$ cat src/rtl/reg_uv_pkg.sv
package reg_uv_pkg;

  typedef enum logic [1:0] {
    ST_NORM = 2'd0,
    ST_UVF  = 2'd1,
    ST_OTF  = 2'd2
  } sup_state_e;

  // Width of a counter that must hold values 0..n.
  function automatic int cnt_w(input int n);
    return (n < 2) ? 1 : $clog2(n + 1);
  endfunction

  // Sticky flag update: a set request outranks a clear request.
  function automatic logic sticky_next(input logic set_req, input logic clr_req,
                                       input logic cur);
    return set_req | (cur & ~clr_req);
  endfunction

endpackage

$ cat src/rtl/pg_deglitch.sv
module pg_deglitch #(
  parameter int DEGLITCH_CYC = 1000
) (
  input  logic clk,
  input  logic rst_n,
  input  logic pg_raw,
  output logic pg_status
);
  import reg_uv_pkg::*;

  localparam int CW = cnt_w(DEGLITCH_CYC);

  logic [CW-1:0] lo_cnt;
  logic          lo_full;

  assign lo_full = (lo_cnt == CW'(DEGLITCH_CYC - 1));

  always_ff @(posedge clk or negedge rst_n) begin
    if (!rst_n) begin
      lo_cnt    <= '0;
      pg_status <= 1'b0;
    end else if (pg_raw) begin
      lo_cnt    <= '0;
      pg_status <= 1'b1;
    end else if (lo_full) begin
      pg_status <= 1'b0;
    end else begin
      lo_cnt <= lo_cnt + 1'b1;
    end
  end

  // status only falls after a low sample and only rises after a high one
  assert_pg_fall_needs_low_R1: assert property (@(posedge clk) disable iff (!rst_n)
    $fell(pg_status) |-> $past(!pg_raw));
  assert_pg_rise_needs_high_R1: assert property (@(posedge clk) disable iff (!rst_n)
    $rose(pg_status) |-> $past(pg_raw));

endmodule

$ cat src/rtl/blank_timer.sv
module blank_timer #(
  parameter int BLANK_CYC = 80000
) (
  input  logic clk,
  input  logic rst_n,
  input  logic ldo_en,
  input  logic vsel_stb,
  output logic blank_done
);
  import reg_uv_pkg::*;

  localparam int BW = cnt_w(BLANK_CYC);

  logic [BW-1:0] bcnt;
  logic          restart;

  // Holding the count at zero while disabled makes every enable rise a restart.
  assign restart    = !ldo_en || vsel_stb;
  assign blank_done = (bcnt == BW'(BLANK_CYC));

  always_ff @(posedge clk or negedge rst_n) begin
    if (!rst_n)           bcnt <= '0;
    else if (restart)     bcnt <= '0;
    else if (!blank_done) bcnt <= bcnt + 1'b1;
  end

  // a voltage change reopens the settling window
  assert_blank_restart_R3: assert property (@(posedge clk) disable iff (!rst_n)
    $past(vsel_stb) |-> !blank_done);

endmodule

$ cat src/rtl/fault_fsm.sv
module fault_fsm #(
  parameter int RECHECK_CYC = 8000000,
  parameter int EN_W        = 6
) (
  input  logic                    clk,
  input  logic                    rst_n,
  input  logic                    uv_cond,
  input  logic                    pg_status,
  input  logic                    err_dis,
  input  logic                    ot_flag,
  input  logic                    stat_rd,
  input  logic                    blk_wr,
  input  logic [EN_W-1:0]         blk_wdata,
  output reg_uv_pkg::sup_state_e  state,
  output logic                    recheck_tick,
  output logic [EN_W-1:0]         blk_en
);
  import reg_uv_pkg::*;

  localparam int RW = cnt_w(RECHECK_CYC);

  logic [RW-1:0]   rc;
  logic [EN_W-1:0] saved_en;
  logic            enter_req;
  logic            exit_req;
  sup_state_e      state_nx;

  assign recheck_tick = (state == ST_UVF) && (rc == RW'(RECHECK_CYC - 1));
  assign enter_req    = (state == ST_NORM) && uv_cond && !err_dis;
  assign exit_req     = (state == ST_UVF) && !ot_flag && pg_status &&
                        (recheck_tick || stat_rd);

  always_comb begin
    state_nx = state;
    case (state)
      ST_NORM: if (enter_req) state_nx = ST_UVF;
      ST_UVF: begin
        if (ot_flag)       state_nx = ST_OTF;
        else if (exit_req) state_nx = ST_NORM;
      end
      ST_OTF:  if (!ot_flag) state_nx = ST_UVF;
      default: state_nx = ST_NORM;
    endcase
  end

  always_ff @(posedge clk or negedge rst_n) begin
    if (!rst_n) begin
      state    <= ST_NORM;
      rc       <= '0;
      saved_en <= '0;
      blk_en   <= '0;
    end else begin
      state <= state_nx;
      if (state_nx != ST_UVF || state != ST_UVF || recheck_tick) rc <= '0;
      else                                                      rc <= rc + 1'b1;
      if (enter_req) begin
        saved_en <= blk_en;
        blk_en   <= '0;
      end else if (exit_req) begin
        blk_en <= saved_en;
      end else if (state == ST_NORM && blk_wr) begin
        blk_en <= blk_wdata;
      end
    end
  end

  // enables stay masked in either fault state
  assert_fault_masks_en_R5: assert property (@(posedge clk) disable iff (!rst_n)
    (state != ST_NORM) |-> (blk_en == '0));
  // leaving the regulator fault needs power-good high
  assert_exit_needs_pg_R7: assert property (@(posedge clk) disable iff (!rst_n)
    ($past(state) == ST_UVF && state == ST_NORM) |-> $past(pg_status));
  // the over-temperature state always hands back to the regulator fault
  assert_ot_returns_uvf_R10: assert property (@(posedge clk) disable iff (!rst_n)
    ($past(state) == ST_OTF && state != ST_OTF) |-> (state == ST_UVF));

endmodule

$ cat src/rtl/reg_uv_supervisor.sv
module reg_uv_supervisor #(
  parameter int DEGLITCH_CYC = 1000,
  parameter int BLANK_CYC    = 80000,
  parameter int RECHECK_CYC  = 8000000,
  parameter int EN_W         = 6
) (
  input  logic            clk,
  input  logic            rst_n,
  input  logic            pg_raw,
  input  logic            ldo_en,
  input  logic            vsel_stb,
  input  logic            err_dis,
  input  logic            ot_flag,
  input  logic            stat_rd,
  input  logic            blk_wr,
  input  logic [EN_W-1:0] blk_wdata,
  output logic            pg_ok,
  output logic            err_flag,
  output logic            fault_active,
  output logic            otmon_force,
  output logic            ldo_en_o,
  output logic [EN_W-1:0] blk_en
);
  import reg_uv_pkg::*;

  logic       pg_status;
  logic       blank_done;
  logic       uv_cond;
  logic       recheck_tick;
  sup_state_e fsm_state;

  pg_deglitch #(.DEGLITCH_CYC(DEGLITCH_CYC)) u_dgl (
    .clk(clk), .rst_n(rst_n), .pg_raw(pg_raw), .pg_status(pg_status)
  );

  blank_timer #(.BLANK_CYC(BLANK_CYC)) u_blank (
    .clk(clk), .rst_n(rst_n), .ldo_en(ldo_en), .vsel_stb(vsel_stb),
    .blank_done(blank_done)
  );

  assign uv_cond = !pg_status && ldo_en && blank_done;

  fault_fsm #(.RECHECK_CYC(RECHECK_CYC), .EN_W(EN_W)) u_fsm (
    .clk(clk), .rst_n(rst_n), .uv_cond(uv_cond), .pg_status(pg_status),
    .err_dis(err_dis), .ot_flag(ot_flag), .stat_rd(stat_rd),
    .blk_wr(blk_wr), .blk_wdata(blk_wdata), .state(fsm_state),
    .recheck_tick(recheck_tick), .blk_en(blk_en)
  );

  always_ff @(posedge clk or negedge rst_n) begin
    if (!rst_n) err_flag <= 1'b0;
    else        err_flag <= sticky_next(uv_cond, stat_rd, err_flag);
  end

  assign pg_ok        = pg_status;
  assign fault_active = (fsm_state != ST_NORM);
  assign otmon_force  = fault_active;
  assign ldo_en_o     = ldo_en && (fsm_state != ST_OTF);

  // the error only rises on a qualified undervoltage
  assert_err_rise_qualified_R2: assert property (@(posedge clk) disable iff (!rst_n)
    $rose(err_flag) |-> $past(uv_cond));
  // the error only clears on a status read
  assert_err_clear_on_read_R9: assert property (@(posedge clk) disable iff (!rst_n)
    $fell(err_flag) |-> $past(stat_rd));
  // fault entry is blocked by the disable bit
  assert_entry_gated_R4: assert property (@(posedge clk) disable iff (!rst_n)
    $rose(fault_active) |-> ($past(!err_dis) && err_flag));
  // regulator is off whenever the over-temperature state holds it
  assert_ldo_off_in_ot_R10: assert property (@(posedge clk) disable iff (!rst_n)
    ($past(fsm_state) == ST_UVF && $past(ot_flag) && ldo_en) |-> !ldo_en_o);

endmodule

$ cat config.mk
export PLATFORM = sky130hd
export DESIGN_NAME = reg_uv_supervisor
export DESIGN_NICKNAME = d
export VERILOG_FILES = /design/src/rtl/reg_uv_pkg.sv /design/src/rtl/pg_deglitch.sv /design/src/rtl/blank_timer.sv /design/src/rtl/fault_fsm.sv /design/src/rtl/reg_uv_supervisor.sv
export SDC_FILE = /design/constraint.sdc
export NUM_CORES = 1
export LEC_CHECK = 0
export ABC_AREA = 1
export ABC_CLOCK_PERIOD_IN_PS = 2800
export BUFFER_PORTS_ARGS = -buffer_cell sky130_fd_sc_hd__buf_2
export CAP_MARGIN = 20
export CELL_PAD_IN_SITES_DETAIL_PLACEMENT = 0
export CELL_PAD_IN_SITES_GLOBAL_PLACEMENT = 2
export CORE_MARGIN = 4
export CORE_UTILIZATION = 38
export CTS_CLUSTER_DIAMETER = 150
export DETAILED_ROUTE_END_ITERATION = 10
export GPL_ROUTABILITY_DRIVEN = 0
export HOLD_SLACK_MARGIN = 0.08
export PLACE_DENSITY = 0.95
export SYNTH_ARGS = -nofsm -noshare
export SYNTH_HDL_FRONTEND = slang
export SYNTH_SLANG_ARGS = --single-unit
$ cat constraint.sdc
create_clock -name clk -period 2.8 [get_ports clk]
set_clock_uncertainty 0.1 [all_clocks]
set_input_delay 0.14 -clock clk [delete_from_list [all_inputs] [get_ports clk]]
set_output_delay 0.14 -clock clk [all_outputs]
set_load 0.02 [all_outputs]
==> results of run 1 <==
[layer usage]
layer | track usage, % | part of all wire (%)
met4 | 6.57 | 1.7
met2 | 23.4 | 47
met1 | 18.6 | 48
met3 | 3.22 | 2.5
met5 | 0 | 0
[per-stage QoR]
step	worst slack [ns]	hold WS [ns]	cells	util, %
6_report	0.522	0.104	596	45.4
5_1_grt	0.294	0.112	596	45.4
4_1_cts	0.471	0.0926	595	45.2
3_5_place_dp	0.490	0.266	569	42.1
3_3_place_gp	0.583	0.257	569	42.1
2_1_floorplan	1.09	-0.256	439	-
[worst register-to-register path: cells and delay by family, from the launching register on]
family	cells	cell delay [ns]
AND/OR/NAND/NOR	9	1.48
flip-flops	1	0.40
adder cells (fa/ha/maj)	1	0.22
[registers in the layout, indices dropped and copies added, names as in the netlist]
signal	count
u_dgl.pg_status	1
u_fsm.blk_en	6
u_blank.bcnt	17
u_fsm.rc	23
u_dgl.lo_cnt	10
err_flag	1
u_fsm.state	2
u_fsm.saved_en	6
[cells in the mapped netlist (all sizes together)]
| library cell | instances |
|---|---|
| nand4 | 9 |
| nor2 | 73 |
| or2 | 2 |
| nand2 | 107 |
| clkbuf | 2 |
| nor3 | 14 |
| o21ai | 22 |
| dfrtp | 66 |
| nor3b | 1 |
| xnor2 | 4 |
| ha | 4 |
| xor2 | 18 |
| a21oi | 20 |
| a21boi | 1 |
| inv | 55 |
| buf | 4 |
| nand3 | 36 |
| a211oi | 1 |
[final timing paths]
path | end | cells past startpoint | from | slack [ns]
min | u_fsm.saved_en[0] | 5 | err_dis | 0.10
min in group asynchronous | u_fsm.rc[2] | 2 | rst_n | 0.14
max | u_fsm.rc[2] | 10 | u_fsm.rc[0] | 0.52
max in group asynchronous | u_fsm.state[1] | 4 | rst_n | 1.72
min reg2reg | u_fsm.rc[0] | 1 | u_fsm.rc[0] | 0.37
max reg2reg | u_fsm.rc[2] | 10 | u_fsm.rc[0] | 0.52
[report_power, final]
| part | switching, mW | leakage (nW) | total [mW] | internal [mW] |
|---|---|---|---|---|
| Clock | 0.370 | 0.0851 | 0.710 | 0.341 |
| Combinational | 0.127 | 0.849 | 0.198 | 0.0707 |
| Sequential | 0.0253 | 0.905 | 1.00 | 0.980 |
[layout make-up]
cell class                 instances  area [um^2]  share of cell area [%]
tap                              108          135                    3.39
sequential                        66         1650                    41.5
inverter                          55          209                    5.25
clock buffer                      11          141                    3.55
multi-input combinational        312         1550                    38.9
clock inverter                     5         30.0                   0.754
timing repair buffer              39          268                    6.72
[cell families after synthesis]
kind of cell / count (synthesis)
AOI/OAI and AO/OA: 44
and+or+nand+nor: 242
buffers and inverters: 61
xor gates and xnor gates: 22
DFF: 66
adders and majority gates: 4
==> summary.md, run 1 <==
| Metric | Value |
|---|---|
| Syn_area_per_cell | `between 7 and 8 um^2` |
| Worst-path cell chain | `ha_1, nand2_1, nor2_4, nand2_2, nor2_1, nand2_1, nand2_2, nand2_4, nand3_2, nor3_1` |
| Register area share after synthesis | `a little under half` |
| Synth Area in Adders | `under 10%` |
| Fin crit share | `between 80 and 90%` |
| Core ar. | `roughly 8800 um^2` |
| Mux contribution to synthesized area | `0%` |
| Die Y | `roughly 100 um` |
| Die ar. | `10700 um^2` |
| Fill cell count | `865` |
| Yosys cell types | `30` |
| Via count | `~2800` |
| Post-synthesis compound-gate area fraction | `approximately 7%` |
| Hold buffer count at cts | `10` |
| Worst-Skew Late Latency | `approximately 0.35 ns` |
| Largest net degree at the start of global routing | `45` |
| Setup TNS | `0 ns` |
| DRC marker count from the first detailed-route iteration | `71` |
| Leading cell type in the layout, fill and taps excluded | `nand2_1` |
| Post-route cell area | `about 4000 um^2` |
| Max stage delay on crit path | `around 0.43 ns` |
| Most frequent cells in the layout | `102 x nand2_1, 67 x nor2_1, 66 x dfrtp_1, 51 x inv_1, 35 x nand3_1` |
| ANT cells | `0` |
| Slew Limit Fails | `0` |
| Num CTS Buffers | `9` |
| Max IR drop VDD | `roughly 280 uV` |
| Min cycle time layout | `~2.3 ns` |
| Synthesized cell area | `around 3400 um^2` |
| Nets@finish | `approximately 500` |
| #FFs+latches synth | `66` |
| Initial antenna violation count | `0` |
| Final setup fails | `0` |
| CP bufs+invs | `0` |
| Crit path DAT | `about 2.4 ns` |
| Layout cells sized above 1 | `13.3%` |
| Post-CTS Resized | `0` |
| First-pass GRT wire length | `12200 um` |
| Total Power | `roughly 1.9 mW` |
| Die W | `roughly 100 um` |
| RSZ-0062 raised after global routing | `no` |
| Endpoint class of the critical path | `flip-flop` |
| I/O pins | `26` |
| P_leak | `1.84 nW` |
| Largest cells by area after synthesis | `dfrtp_1 48%, nand2_1 11%, nor2_1 7.3%, inv_1 5.5%, nand3_1 5.1%` |
| GR Overflow Total | `0` |
| Max-Cap Viols | `0` |
| Power per Cell Area | `480 nW/um^2` |
| Tot GR Track Use | `14.5%` |
| Syn Nets | `458` |
| Achievable Freq | `about 440 MHz` |
| Crit Path Max Fanout | `23` |
| CTS tree | `yes` |
| H-tree depth | `3` |
| Post-Synthesis Cells | `~440` |
| PortBufs | `25` |
| Synth Area in Simple Gates | `31.0%` |
| DR pass1 iterations | `4` |
| Main combinational cell family by area after synthesis | `simple AND/OR/NAND/NOR gates` |
| Tightest Pin Transition | `0.561 ns` |
| Detailed-route vias per instance | `approximately 4.7` |
| Area after DPL | `roughly 3700 um^2` |
| Clk slew on worst S/H paths | `~0.08 ns` |
| CTS root buffer | `clkbuf_8` |
| Remaining antenna violation count | `0` |
| Synth Area in XOR/XNOR | `approximately 5.6%` |
| DR WL/cell | `roughly 12 um` |
| Status | `completed` |
| Final hold violations | `0` |
| WP data required | `just under 3 ns` |
| Worst min path class | `input port to flip-flop` |
| Drt drc | `0` |
| CTS Buffer Depth | `2` |
| Vias in the first global route | `approximately 2800` |
| FP Rows | `34` |
| Final WL | `about 7000 um` |
| Delay-heaviest family, CP | `simple AND/OR/NAND/NOR gates` |
| Postcts setup bufs | `0` |
| Slowest stage cell on the critical path | `nand3_2` |
| Rel. slew slack | `approximately 62%` |
| Area Overhead vs Synth | `15.5%` |
| Yosys warns | `0` |
| Initial Utilization | `just under 40%` |
| Clock sinks | `between 60 and 70` |
| Placed wire-length estimate | `between 5000 and 6000 um` |
| CP Class | `flip-flop to flip-flop` |
| Largest area contributor in the netlist | `dfrtp_1` |
| Post-synth top area share | `approximately 48%` |
| Startpoint types | `flip-flop` |
(Power assumes the default switching activity.)
==> run 2, diff against run 1 <==
--- a/config.mk
+++ b/config.mk
@@ -6,18 +6,18 @@
 export NUM_CORES = 1
 export LEC_CHECK = 0
 export ABC_AREA = 1
-export ABC_CLOCK_PERIOD_IN_PS = 2800
+export ABC_CLOCK_PERIOD_IN_PS = 2200
 export BUFFER_PORTS_ARGS = -buffer_cell sky130_fd_sc_hd__buf_2
 export CAP_MARGIN = 20
 export CELL_PAD_IN_SITES_DETAIL_PLACEMENT = 0
 export CELL_PAD_IN_SITES_GLOBAL_PLACEMENT = 2
 export CORE_MARGIN = 4
-export CORE_UTILIZATION = 38
+export CORE_UTILIZATION = 36
 export CTS_CLUSTER_DIAMETER = 150
 export DETAILED_ROUTE_END_ITERATION = 10
 export GPL_ROUTABILITY_DRIVEN = 0
 export HOLD_SLACK_MARGIN = 0.08
-export PLACE_DENSITY = 0.95
+export PLACE_DENSITY = 0.92
 export SYNTH_ARGS = -nofsm -noshare
 export SYNTH_HDL_FRONTEND = slang
 export SYNTH_SLANG_ARGS = --single-unit
==> constraint.sdc (replaced) <==
create_clock -name clk -period 2.2 [get_ports clk]
set_clock_uncertainty 0.1 [all_clocks]
set_input_delay 0.11 -clock clk [delete_from_list [all_inputs] [get_ports clk]]
set_output_delay 0.11 -clock clk [all_outputs]
set_load 0.02 [all_outputs]
==> run 2 against run 1 <==
  * Combinational power grew 27%
  * Sequential power grew 28%
  * Die area grew 5.1%
  * Maximum frequency grew 16%
  * Critical path depth grew 1
  * Utilization shrank 2.1 points
  * Highest routed layer unchanged
==> summary.md, run 2 (same netlist as run 1, synthesis figures left out) <==
| Metric | Value |
|---|---|
| Status | `completed (unchanged)` |
| Fin crit share | `89.1% (was 81.3%)` |
| Endpoint class of the critical path | `flip-flop (unchanged)` |
| Die Y | `106 um (was 103 um)` |
| I/O pins | `26 (unchanged)` |
| Sw Share | `27.7% (was 27.3%)` |
| CP Class | `flip-flop to flip-flop (unchanged)` |
| WP data required | `2.33 ns (was 2.95 ns)` |
| Nets@finish | `504 (was 502)` |
| Final hold violations | `0 (unchanged)` |
| Leading cell type in the layout, fill and taps excluded | `nand2_1 (unchanged)` |
| GR Overflow Total | `0 (unchanged)` |
| Rel. slew slack | `70.8% (was 62.5%)` |
| Slew Limit Fails | `0 (unchanged)` |
| Core ar. | `9280 um^2 (was 8760 um^2)` |
| Achievable Freq | `510 MHz (was 439 MHz)` |
| Power per Cell Area | `609 nW/um^2 (was 480 nW/um^2)` |
| Setup TNS | `0 ns (unchanged)` |
| Clock sinks | `66 (unchanged)` |
| Sw Pwr | `0.680 mW (was 0.522 mW)` |
| CTS Buffer Depth | `2 (unchanged)` |
| FP Rows | `35 (was 34)` |
| Total Power | `2.45 mW (was 1.91 mW)` |
| Max stage delay on crit path | `0.37 ns (was 0.43 ns)` |
| ANT cells | `0 (unchanged)` |
| Largest reg by FF count | `u_fsm.rc (unchanged)` |
| Area Overhead vs Synth | `16.7% (was 15.5%)` |
| Fin cells | `619 (was 596)` |
| Vias in the first global route | `2884 (was 2767)` |
| Num CTS Buffers | `9 (unchanged)` |
| Worst-path cell chain | `ha_1, nand2_1, nor2_4, nand2_2, nor2_1, nand2_1, nand2_2, nand2_4, nand3_2, buf_12, nor2_1 (was ha_1, nand2_1, nor2_4, nand2_2, nor2_1, nand2_1, nand2_2, nand2_4, nand3_2, nor3_1)` |
| DR WL/cell | `11.7 um (was 11.8 um)` |
| Tot GR Track Use | `14.3% (was 14.5%)` |
| DR pass1 iterations | `4 (unchanged)` |
| Clock network fraction of total power | `37.6% (was 37.1%)` |
| Delay-heaviest family, CP | `simple AND/OR/NAND/NOR gates (unchanged)` |
| Initial antenna violation count | `0 (unchanged)` |
| CTS root buffer | `clkbuf_8 (unchanged)` |
| Clk slew on worst S/H paths | `0.08 ns (about the same)` |
| First-pass GRT wire length | `13000 um (was 12200 um)` |
| Tightest Pin Transition | `0.437 ns (was 0.561 ns)` |
| Min cycle time layout | `1.96 ns (was 2.28 ns)` |
| Max-Cap Viols | `0 (unchanged)` |
| Worst min path class | `input port to flip-flop (unchanged)` |
| Combinational fraction of design power | `10.3% (about the same)` |
| Placed instance count | `592 (was 569)` |
| Slack of the worst reg-to-reg path | `0.24 ns (was 0.52 ns)` |
| Placed wire-length estimate | `5290 um (was 5030 um)` |
| RSZ-0062 raised after global routing | `no (unchanged)` |
| Max reg flops | `23 (unchanged)` |
| Final WL | `7260 um (was 7060 um)` |
| Via count | `2894 (was 2820)` |
| Drt drc | `0 (unchanged)` |
| Remaining antenna violation count | `0 (unchanged)` |
| Initial Utilization | `37.2% (was 39.4%)` |
| CP bufs+invs | `1 (was 0)` |
| Layout cells sized above 1 | `13.5% (was 13.3%)` |
| H-tree depth | `3 (unchanged)` |
| Worst-Skew Late Latency | `0.35 ns (about the same)` |
| Startpoint types | `flip-flop (unchanged)` |
| CTS tree | `yes (unchanged)` |
| Top Registers | `u_fsm.rc (23), u_blank.bcnt (17), u_dgl.lo_cnt (10) (unchanged)` |
| Largest net degree at the start of global routing | `34 (was 45)` |
| Detailed-route vias per instance | `4.68 (was 4.73)` |
| Die W | `106 um (was 103 um)` |
| Sequential share of power | `52.1% (was 52.5%)` |
| Die ar. | `11200 um^2 (was 10700 um^2)` |
| Max IR drop VDD | `333 uV (was 282 uV)` |
| Crit Path Max Fanout | `23 (unchanged)` |
| Slowest stage cell on the critical path | `dfrtp_1 (was nand3_2)` |
| Post-CTS Resized | `0 (unchanged)` |
| Hold WS | `0.110 ns (was 0.104 ns)` |
| Most frequent cells in the layout | `102 x nand2_1, 67 x nor2_1, 66 x dfrtp_1, 51 x inv_1, 35 x nand3_1 (unchanged)` |
| DRC marker count from the first detailed-route iteration | `92 (was 71)` |
| PortBufs | `25 (unchanged)` |
| Crit path DAT | `2.09 ns (was 2.43 ns)` |
| P_leak | `1.85 nW (was 1.84 nW)` |
| Final setup fails | `0 (unchanged)` |
| Int Pwr | `1.77 mW (was 1.39 mW)` |
## run 2: cell types whose count changed in the layout (fill, tap and decap cells not counted)
cell	previous run	this run
dlygate4sd3_1	10	11
buf_4	3	4
## run 2: area by class of cell
type                    instances  area, um^2
inverters                      55         209
multi-input cells             312        1550
fillers                      1010        5260
repair buffers                 41         285
flip-flops and latches         66        1650
clock inverters                 5        30.0
well taps                     129         161
clock buffers                  11         141
## run 2: worst register-to-register path: stages (launching register included)
cell and delay, ns:
dfrtp_1 0.37, ha_1 0.17, nand2_1 0.10, nor2_4 0.13, nand2_2 0.12, nor2_1 0.14
nand2_1 0.08, nand2_2 0.14, nand2_4 0.15, nand3_2 0.12, buf_12 0.16, nor2_1 0.06
## run 2: power groups by stage
stage	Clock (mW)	Sequential (mW)	Combinational (mW)
after floorplan	0	1.33	0.118
after global placement	0	1.30	0.241
after detailed placement	0	1.30	0.242
after CTS	0.952	1.28	0.258
after global routing	1.01	1.28	0.282
final	0.922	1.28	0.252
## run 2: metrics by stage
step | utilization, % | setup slack, ns | instance area, um^2
2_1_floorplan | - | 0.488 | 3450
3_3_place_gp | 40.3 | 0.277 | 3740
3_5_place_dp | 40.3 | 0.205 | 3740
4_1_cts | 43.4 | 0.199 | 4030
5_1_grt | 43.4 | 0.0398 | 4030
6_report | 43.4 | 0.239 | 4030
## run 2: worst paths after layout
| kind | from | end | cells after the start |
|---|---|---|---|
| max | u_fsm.rc[0] | u_fsm.rc[15] | 11 |
| min | blk_wr | u_fsm.blk_en[5] | 5 |
| max reg2reg | u_fsm.rc[0] | u_fsm.rc[15] | 11 |
| min reg2reg | u_fsm.rc[0] | u_fsm.rc[0] | 1 |
| max in group asynchronous | rst_n | u_fsm.rc[22] | 3 |
| min in group asynchronous | rst_n | u_fsm.rc[7] | 3 |
## run 2: what timing repair did
action | CTS | global route
endpoints found under the hold margin | 84 | 0
setup buffers | 0 | 0
hold buffers | 11 | 0
## run 2: layer usage
layer	vias up	global-route usage (%)	part of all wire [%]
met2	38	23.9	49
met5	-	0	0
met4	0	5.37	1.7
li1	1477	-	-
met1	1370	17.9	46
met3	9	3.40	3.2
==> run 3, diff against run 2 <==
--- a/config.mk
+++ b/config.mk
@@ -13,11 +13,13 @@
 export CELL_PAD_IN_SITES_GLOBAL_PLACEMENT = 2
 export CORE_MARGIN = 4
 export CORE_UTILIZATION = 36
+export CTS_BUF_LIST = sky130_fd_sc_hd__clkbuf_4 sky130_fd_sc_hd__clkbuf_8 sky130_fd_sc_hd__clkbuf_16
 export CTS_CLUSTER_DIAMETER = 150
 export DETAILED_ROUTE_END_ITERATION = 10
 export GPL_ROUTABILITY_DRIVEN = 0
 export HOLD_SLACK_MARGIN = 0.08
 export PLACE_DENSITY = 0.92
+export SLEW_MARGIN = 0
 export SYNTH_ARGS = -nofsm -noshare
 export SYNTH_HDL_FRONTEND = slang
 export SYNTH_SLANG_ARGS = --single-unit
==> run 3 against run 2 <==
  * Sequential share of layout area about the same
  * Critical path depth stayed put
  * Non-clock buffer count unchanged
  * Worst hold slack about the same
  * Setup slack about the same
  * First-iteration DRC count grew 17%
  * Die area stayed put
  * Combinational power is essentially flat
==> summary.md, run 3 (same netlist as run 1, synthesis figures left out) <==
| Metric | Value |
|---|---|
| Core ar. | `9280 um^2 (unchanged)` |
| DR WL/cell | `11.7 um (unchanged)` |
| Achievable Freq | `510 MHz (about the same)` |
| Final hold violations | `0 (unchanged)` |
| Drt drc | `0 (unchanged)` |
| Fill cell count | `1012 (was 1010)` |
| Initial antenna violation count | `0 (unchanged)` |
| Crit path DAT | `2.09 ns (about the same)` |
| Worst-Skew Late Latency | `0.35 ns (about the same)` |
| Clk slew on worst S/H paths | `0.08 ns (about the same)` |
| Tot GR Track Use | `14.2% (was 14.3%)` |
| Startpoint types | `flip-flop (unchanged)` |
| First-pass GRT wire length | `13000 um (about the same)` |
| Worst min path class | `input port to flip-flop (unchanged)` |
| Rel. slew slack | `70.9% (was 70.8%)` |
| Setup TNS | `0 ns (unchanged)` |
| Final WL | `7260 um (unchanged)` |
| DR pass1 iterations | `4 (unchanged)` |
| Top Registers | `u_fsm.rc (23), u_blank.bcnt (17), u_dgl.lo_cnt (10) (unchanged)` |
| Area of the multi-input gates | `1550 um^2 (unchanged)` |
| Final setup fails | `0 (unchanged)` |
| Max IR drop VDD | `333 uV (about the same)` |
| Most frequent cells in the layout | `102 x nand2_1, 67 x nor2_1, 66 x dfrtp_1, 51 x inv_1, 35 x nand3_1 (unchanged)` |
| I/O pins | `26 (unchanged)` |
| Die ar. | `11200 um^2 (unchanged)` |
| DRC marker count from the first detailed-route iteration | `108 (was 92)` |
| P_leak | `1.85 nW (about the same)` |
| Hold buffer count at cts | `11 (unchanged)` |
| Worst Reg2Reg Path Length in Cells | `11 (unchanged)` |
| Post-CTS Resized | `0 (unchanged)` |
| CP Class | `flip-flop to flip-flop (unchanged)` |
| Post-route cell area | `4030 um^2 (about the same)` |
| Layout cells sized above 1 | `13.7% (was 13.5%)` |
| Tightest Pin Transition | `0.436 ns (was 0.437 ns)` |
| Crit Path Max Fanout | `23 (unchanged)` |
| CTS tree | `yes (unchanged)` |
| WP data required | `2.33 ns (about the same)` |
| Num CTS Buffers | `9 (unchanged)` |
| Reg area | `1650 um^2 (unchanged)` |
| RSZ-0062 raised after global routing | `no (unchanged)` |
| Power per Cell Area | `611 nW/um^2 (was 609 nW/um^2)` |
| Initial Utilization | `37.2% (unchanged)` |
| Via count | `2902 (was 2894)` |
| Clock sinks | `66 (unchanged)` |
| GR Overflow Total | `0 (unchanged)` |
| Placed wire-length estimate | `5290 um (unchanged)` |
| Min cycle time layout | `1.96 ns (about the same)` |
| Largest reg by FF count | `u_fsm.rc (unchanged)` |
| Endpoint class of the critical path | `flip-flop (unchanged)` |
| Leading cell type in the layout, fill and taps excluded | `nand2_1 (unchanged)` |
| Slew Limit Fails | `0 (unchanged)` |
| Area Overhead vs Synth | `16.8% (was 16.7%)` |
| Max reg flops | `23 (unchanged)` |
| Area after DPL | `3740 um^2 (unchanged)` |
| Postcts setup bufs | `0 (unchanged)` |
| Vias in the first global route | `2884 (unchanged)` |
| Die W | `106 um (unchanged)` |
| Largest net degree at the start of global routing | `34 (unchanged)` |
| Hold-critical path depth | `5 (unchanged)` |
| Remaining antenna violation count | `0 (unchanged)` |
| Detailed-route vias per instance | `4.69 (was 4.68)` |
| CTS root buffer | `clkbuf_8 (unchanged)` |
| CTS Buffer Depth | `2 (unchanged)` |
| Status | `completed (unchanged)` |
| FP Rows | `35 (unchanged)` |
| H-tree depth | `3 (unchanged)` |
| Fin crit share | `89.1% (about the same)` |
| Die Y | `106 um (unchanged)` |
| ANT cells | `0 (unchanged)` |
| Nets@finish | `504 (unchanged)` |
| Placed instance count | `592 (unchanged)` |
| Fin cells | `619 (unchanged)` |
| Max-Cap Viols | `0 (unchanged)` |
| PortBufs | `25 (unchanged)` |
## run 3: changes by cell type in the layout (fill, tap and decap cells not counted)
cell      previous run  this run
clkbuf_1             1         0
clkbuf_4             0         1
## run 3: path summary, 6_finish.rpt
check / startpoint / end / slack [ns]
setup / recovery: u_fsm.rc[0] / u_fsm.rc[15] / 0.24
max in group asynchronous: rst_n / u_fsm.rc[22] / 1.43
hold / removal: blk_wr / u_fsm.blk_en[5] / 0.11
setup reg to reg: u_fsm.rc[0] / u_fsm.rc[15] / 0.24
hold reg to reg: u_fsm.rc[0] / u_fsm.rc[0] / 0.36
min in group asynchronous: rst_n / u_fsm.rc[2] / 0.24
## run 3: cell type report
cell class	count	area share (%)
clock buffers	11	3.60
clock inverters	5	0.745
inverters	55	5.18
multi-input cells	312	38.4
flip-flops and latches	66	41.0
well taps	129	4.00
repair buffers	41	7.08
## run 3: worst max-delay path, stage by stage, from the launching register on
cell     delay (ns)
dfrtp_1        0.37
ha_1           0.17
nand2_1        0.10
nor2_4         0.13
nand2_2        0.12
nor2_1         0.14
nand2_1        0.08
nand2_2        0.14
nand2_4        0.15
nand3_2        0.12
buf_12         0.16
nor2_1         0.06
## run 3: per-stage QoR
step | total power, mW | hold WS (ns) | setup WS [ns] | utilization [%]
floorplan | 1.44 | -0.286 | 0.488 | -
global placement | 1.54 | 0.0923 | 0.277 | 40.3
detailed placement | 1.54 | 0.0866 | 0.205 | 40.3
CTS | 2.50 | 0.105 | 0.199 | 43.4
global route | 2.58 | 0.120 | 0.0398 | 43.4
finish | 2.46 | 0.110 | 0.239 | 43.4
## run 3: per-layer routing
| layer | up-vias | GRT usage [%] | wire length, um |
|---|---|---|---|
| met4 | 0 | 5.37 | 127 |
| met1 | 1378 | 17.8 | 3360 |
| met2 | 35 | 23.9 | 3550 |
| li1 | 1480 | - | - |
| met5 | - | 0 | 0 |
| met3 | 9 | 3.40 | 232 |
## run 3: report_power, final
group / total (mW) / switching (mW) / internal, mW / leakage [nW]
Sequential: 1.28 / 0.0319 / 1.25 / 0.905
Combinational: 0.252 / 0.161 / 0.0913 / 0.860
Clock: 0.933 / 0.487 / 0.446 / 0.0885
